[config.mk]
export PLATFORM = sky130hd
export DESIGN_NAME = pot_vsu
export DESIGN_NICKNAME = d
export VERILOG_FILES = /design/src/rtl/pot_vsu_pkg.sv /design/src/rtl/pot_vsu_lane.sv /design/src/rtl/pot_vsu_sum.sv /design/src/rtl/pot_vsu.sv
export SDC_FILE = /design/constraint.sdc
export NUM_CORES = 1
export LEC_CHECK = 0
export BUFFER_PORTS_ARGS = -buffer_cell sky130_fd_sc_hd__buf_2
export CAP_MARGIN = 20
export CORE_MARGIN = 1
export CORE_UTILIZATION = 35
export DETAILED_ROUTE_END_ITERATION = 12
export PLACE_DENSITY = 0.52
export SLEW_MARGIN = 20
export SYNTH_ARGS = -nofsm -noshare
export SYNTH_HDL_FRONTEND = slang
export SYNTH_SLANG_ARGS = --single-unit
export TNS_END_PERCENT = 1
[constraint.sdc]
create_clock -name clk -period 15.5 [get_ports clk]
set_input_delay 0.775 -clock clk [delete_from_list [all_inputs] [get_ports clk]]
set_output_delay 0.775 -clock clk [all_outputs]
set_load 0.05 [all_outputs]
[src/rtl/pot_vsu_pkg.sv]
package pot_vsu_pkg;

    localparam int WGT_W = 4;

    typedef enum logic [1:0] {
        MODE_SINGLE = 2'd0,
        MODE_ADD    = 2'd1,
        MODE_MIX    = 2'd2,
        MODE_OFF    = 2'd3
    } wmode_e;

    // Two shift terms plus a sign, decoded from one weight nibble.
    typedef struct packed {
        logic       en_a;
        logic [2:0] sh_a;
        logic       en_b;
        logic [2:0] sh_b;
        logic       neg;
    } term_t;

    function automatic term_t decode_weight(input wmode_e mode, input logic [WGT_W-1:0] w);
        term_t t;
        t = '0;
        t.neg = w[3];
        case (mode)
            MODE_SINGLE: begin
                t.en_a = 1'b1;
                t.sh_a = w[2:0];
            end
            MODE_ADD: begin
                // first term 4/8/16, second term 1
                t.en_a = (w[2:1] != 2'b00);
                t.sh_a = {1'b0, w[2:1]} + 3'd1;
                t.en_b = w[0];
                t.sh_b = 3'd0;
            end
            MODE_MIX: begin
                // first term 8, second term 1/2/4
                t.en_a = w[2];
                t.sh_a = 3'd3;
                t.en_b = (w[1:0] != 2'b00);
                t.sh_b = {1'b0, w[1:0]} - 3'd1;
            end
            default: t = '0;
        endcase
        return t;
    endfunction

endpackage

[src/rtl/pot_vsu_lane.sv]
module pot_vsu_lane
    import pot_vsu_pkg::*;
#(
    parameter int ACT_W  = 8,
    parameter int PROD_W = 16
) (
    input  wmode_e                    mode,
    input  logic [ACT_W-1:0]          act,
    input  logic [WGT_W-1:0]          wgt,
    output logic signed [PROD_W-1:0]  prod
);

    term_t                     t;
    logic signed [PROD_W-1:0]  ax;
    logic signed [PROD_W-1:0]  part_a;
    logic signed [PROD_W-1:0]  part_b;
    logic signed [PROD_W-1:0]  mag;

    always_comb begin
        t      = decode_weight(mode, wgt);
        ax     = {{(PROD_W-ACT_W){act[ACT_W-1]}}, act};
        part_a = t.en_a ? (ax <<< t.sh_a) : '0;
        part_b = t.en_b ? (ax <<< t.sh_b) : '0;
        mag    = part_a + part_b;
        prod   = t.neg ? -mag : mag;
    end

endmodule

[src/rtl/pot_vsu_sum.sv]
module pot_vsu_sum #(
    parameter int LANES  = 8,
    parameter int PROD_W = 16,
    parameter int SUM_W  = 19
) (
    input  logic [LANES*PROD_W-1:0]  prods,
    output logic signed [SUM_W-1:0]  sum
);

    always_comb begin
        sum = '0;
        for (int i = 0; i < LANES; i++) begin
            sum = sum + SUM_W'($signed(prods[i*PROD_W +: PROD_W]));
        end
    end

endmodule

[src/rtl/pot_vsu.sv]
module pot_vsu
    import pot_vsu_pkg::*;
#(
    parameter int LANES = 8,
    parameter int ACT_W = 8,
    parameter int ACC_W = 32
) (
    input  logic                     clk,
    input  logic                     rst_n,
    input  logic [1:0]               mode_i,
    input  logic                     in_valid_i,
    input  logic                     clear_i,
    input  logic [LANES*ACT_W-1:0]   act_i,
    input  logic [LANES*WGT_W-1:0]   wgt_i,
    output logic                     out_valid_o,
    output logic [ACC_W-1:0]         acc_o
);

    localparam int MAX_SH = (1 << 3) - 1;
    localparam int PROD_W = ACT_W + MAX_SH + 1;
    localparam int SUM_W  = PROD_W + $clog2(LANES);

    typedef struct packed {
        logic                      s1_valid;
        logic                      s1_clear;
        logic [LANES*PROD_W-1:0]   s1_prod;
        logic                      out_valid;
        logic [ACC_W-1:0]          acc;
    } state_t;

    state_t                    st_d, st_q;
    wmode_e                    mode;
    logic [LANES*PROD_W-1:0]   lane_prod;
    logic signed [SUM_W-1:0]   tree_sum;

    assign mode = wmode_e'(mode_i);

    for (genvar g = 0; g < LANES; g++) begin : g_lane
        logic signed [PROD_W-1:0] p;
        pot_vsu_lane #(.ACT_W(ACT_W), .PROD_W(PROD_W)) lane_i (
            .mode (mode),
            .act  (act_i[g*ACT_W +: ACT_W]),
            .wgt  (wgt_i[g*WGT_W +: WGT_W]),
            .prod (p)
        );
        assign lane_prod[g*PROD_W +: PROD_W] = p;
    end

    pot_vsu_sum #(.LANES(LANES), .PROD_W(PROD_W), .SUM_W(SUM_W)) sum_i (
        .prods (st_q.s1_prod),
        .sum   (tree_sum)
    );

    always_comb begin
        st_d          = st_q;
        st_d.s1_valid = in_valid_i;
        st_d.s1_clear = in_valid_i & clear_i;
        if (in_valid_i) begin
            st_d.s1_prod = lane_prod;
        end
        st_d.out_valid = st_q.s1_valid;
        if (st_q.s1_valid) begin
            st_d.acc = (st_q.s1_clear ? '0 : st_q.acc)
                     + {{(ACC_W-SUM_W){tree_sum[SUM_W-1]}}, tree_sum};
        end
    end

    always_ff @(posedge clk or negedge rst_n) begin
        if (!rst_n) begin
            st_q <= '0;
        end else begin
            st_q <= st_d;
        end
    end

    assign out_valid_o = st_q.out_valid;
    assign acc_o       = st_q.acc;

endmodule

==> run metrics <==
number of instances in the synthesized netlist 3209; CP Buf/Inv Count 5; nets in the synthesized netlist 3635; critical path type flop to flop; cell types occupying the most area after synthesis dfrtp_1, ha_1, fa_1; total I/O pin count ~140; vertical die dimension 272 um; CP Max Fanout 14; via total after detailed routing 22.4k; kind of path behind the tightest hold check input port to async pin; Netlist Area Pre-Place 25500 um2; Post-CTS Setup Repair Bufs 0; detailed-route wire length 69500 um; dpl ws 7.04 ns; final setup slack of the worst path ~7 ns; endpoint arrival time on the critical path 8.77 ns; number of synthesized register bits 163; area share of the leading cell type in the synthesized netlist 16.0%; area of the die 73800 um2; sort of element at the end of the critical path flop; utilization of the core after routing 38.3%; ratio of final minimum period to clock period between 50% and 60%; Clock Skews 0.0125 ns; setup tns final 0 ns; share of final-layout standard cells stronger than drive strength 1 9.64%; Congestion Overflow GR 0; CTS tree built; number of antenna violations at the first check in global routing 0; fill cell total of the finished layout approximately 7.6k; average wire per cell in the routed design about 17 um; final setup violation count 0; prevailing post-synth register cell dfrtp_1; Overall Global Routing Usage 18.6%; clock input transition at the sequential cells of the worst setup and hold paths 0.08 ns; via count of the first global-routing pass 21.3k; root buffer selected by CTS clkbuf_16; sort of element at the start of the critical path flop; hold-fix buffer count after cts 0; later-pin clock latency in the skew report between 0.4 and 0.5 ns; clk buf depth 2; max-capacitance violation count 0; standard cell with the maximum stage delay on the critical path fa_1; wire length of the first global-routing pass 113000 um; headroom to the max-slew limit 27.6%; total CTS buffers 17; DRC violation count after routing 0; fin crit period 8.47 ns; drt first-iter violations 1357; delay contributed by the slowest stage of the critical path 0.52 ns; antenna cells 0; result of the run finished clean; Worst path most repeated cell fa_1; FFs w/ async S/R, synth 100%; Synth cell types 82; CTS-repair resized insts 0; highest attainable clock frequency approximately 0.12 GHz; number of pins exceeding their max-slew limit in the final report 0; first-pass iteration count of the detailed router 5; Core Rows 98; horizontal die dimension 272 um; Seq/Total Area, Yosys between 10% and 20%; CP top delay family compound AO/OA/AOI/OAI gates; largest net degree at the start of global routing 101; Critical Path RT approximately 16 ns; RSZ-0062 raised after global routing false; # port buffers 134; placed wire-length estimate 55700 um; count of nets left with antenna violations after detail routing 0; routability-driven placement congestion ratio between 0.8 and 0.9; Area Overhead vs Synth 7.95%; # nets final 3669; CTS H-Tree Depth 4; clock tree sinks around 160; worst slew pin tran approximately 1.1 ns; Hold Fails Final Rpt 0; yosys warns 0; count of flip-flops with a built-in enable after synthesis 0; Initial Utilization 35.5%; placeable core region approximately 72000 um2; drt via density 5.33; cell accounting for the most synthesized area dfrtp_1; synthesized area per cell 7.93 um2
cell usage in the layout, fill, tap and decap left out, drive strengths merged, types with 18 or more instances in the layout:
master	instances
nor2	307
mux2	59
a211oi	49
or2	26
ha	229
and2	34
o211a	19
dfrtp	163
nand2	226
buf	160
or3	23
a221oi	22
and3	28
o211ai	18
mux2i	187
o21ai	173
nand2b	42
nand3	44
a22o	18
o31ai	20
nor2b	100
a31oi	35
xnor2	146
inv	228
fa	95
a21o	69
xor2	107
nor3	84
a21oi	327
registers in the layout, summed over array words and instances, names as in the netlist:
name,cells
acc_o,32
out_valid_o,1
st_d,1
st_q,129
kinds of logic (layout without fill, tap and decap cells):
family | Yosys count | after routing | synth area share, %
fa+ha+maj | 324 | 324 | 18.7
flops | 163 | 163 | 16.0
compound gates | 881 | 881 | 22.2
xor+xnor | 253 | 253 | 8.71
mux | 247 | 247 | 10.1
buf+inv | 365 | 412 | 5.87
simple gates | 976 | 976 | 18.4
final timing paths:
kind,to,cells past startpoint,startpoint,slack [ns]
max reg2reg,acc_o[31],36,st_q[50],7.03
min reg2reg,st_q[143],1,st_q[143],0.52
min,st_q[133],1,rst_n,0.42
max in group asynchronous,st_q[62],2,rst_n,13.62
max,acc_o[31],36,st_q[50],7.03
min in group clk,st_q[143],1,st_q[143],0.52
metrics by stage:
step           instance area [um2]  std cells  hold slack (ns)
2_1_floorplan                25500       3209            0.408
3_3_place_gp                 26800       4172            0.506
3_5_place_dp                 26800       4172            0.507
4_1_cts                      27500       4204            0.445
5_1_grt                      27500       4206            0.486
6_report                     27500       4206            0.415
final cells by class:
cell class | count | area (um2) | area share, %
clock inverters | 15 | 181 | 0.660
clock buffers | 17 | 425 | 1.55
multi-input cells | 2681 | 19900 | 72.4
inverters | 220 | 826 | 3.01
well taps | 950 | 1190 | 4.33
repair buffers | 160 | 878 | 3.20
flip-flops and latches | 163 | 4080 | 14.8
synthesized netlist by cell type (14+ instances only):
cell type / count
a21oi_1: 327
nor2_1: 307
ha_1: 229
nand2_1: 226
inv_1: 220
mux2i_1: 187
o21ai_0: 168
dfrtp_1: 163
xnor2_1: 146
clkbuf_1: 108
xor2_1: 107
nor2b_1: 100
fa_1: 95
nor3_1: 84
a21o_1: 69
mux2_2: 59
a211oi_1: 47
nand3_1: 44
nand2b_1: 41
a31oi_1: 35
and2_1: 33
buf_4: 33
and3_1: 28
or2_2: 25
a221oi_1: 22
or3_1: 22
o211a_1: 19
o31ai_1: 19
a22o_1: 18
nand3b_1: 17
o211ai_1: 17
o21a_1: 14
layer usage:
layer  wire [um]  part of all wire [%]  vias to the layer above  track usage (%)
li1            -                     -                    11472                -
met1       34300                    49                    10507             25.9
met2       32100                    46                      374             31.2
met3        1970                   2.8                       49             1.70
met4        1170                   1.7                        0             3.59
met5           0                     0                        -                0
Power is not shown: default switching activity piles up to over one toggle a cycle in this logic, so the estimate is an artifact.
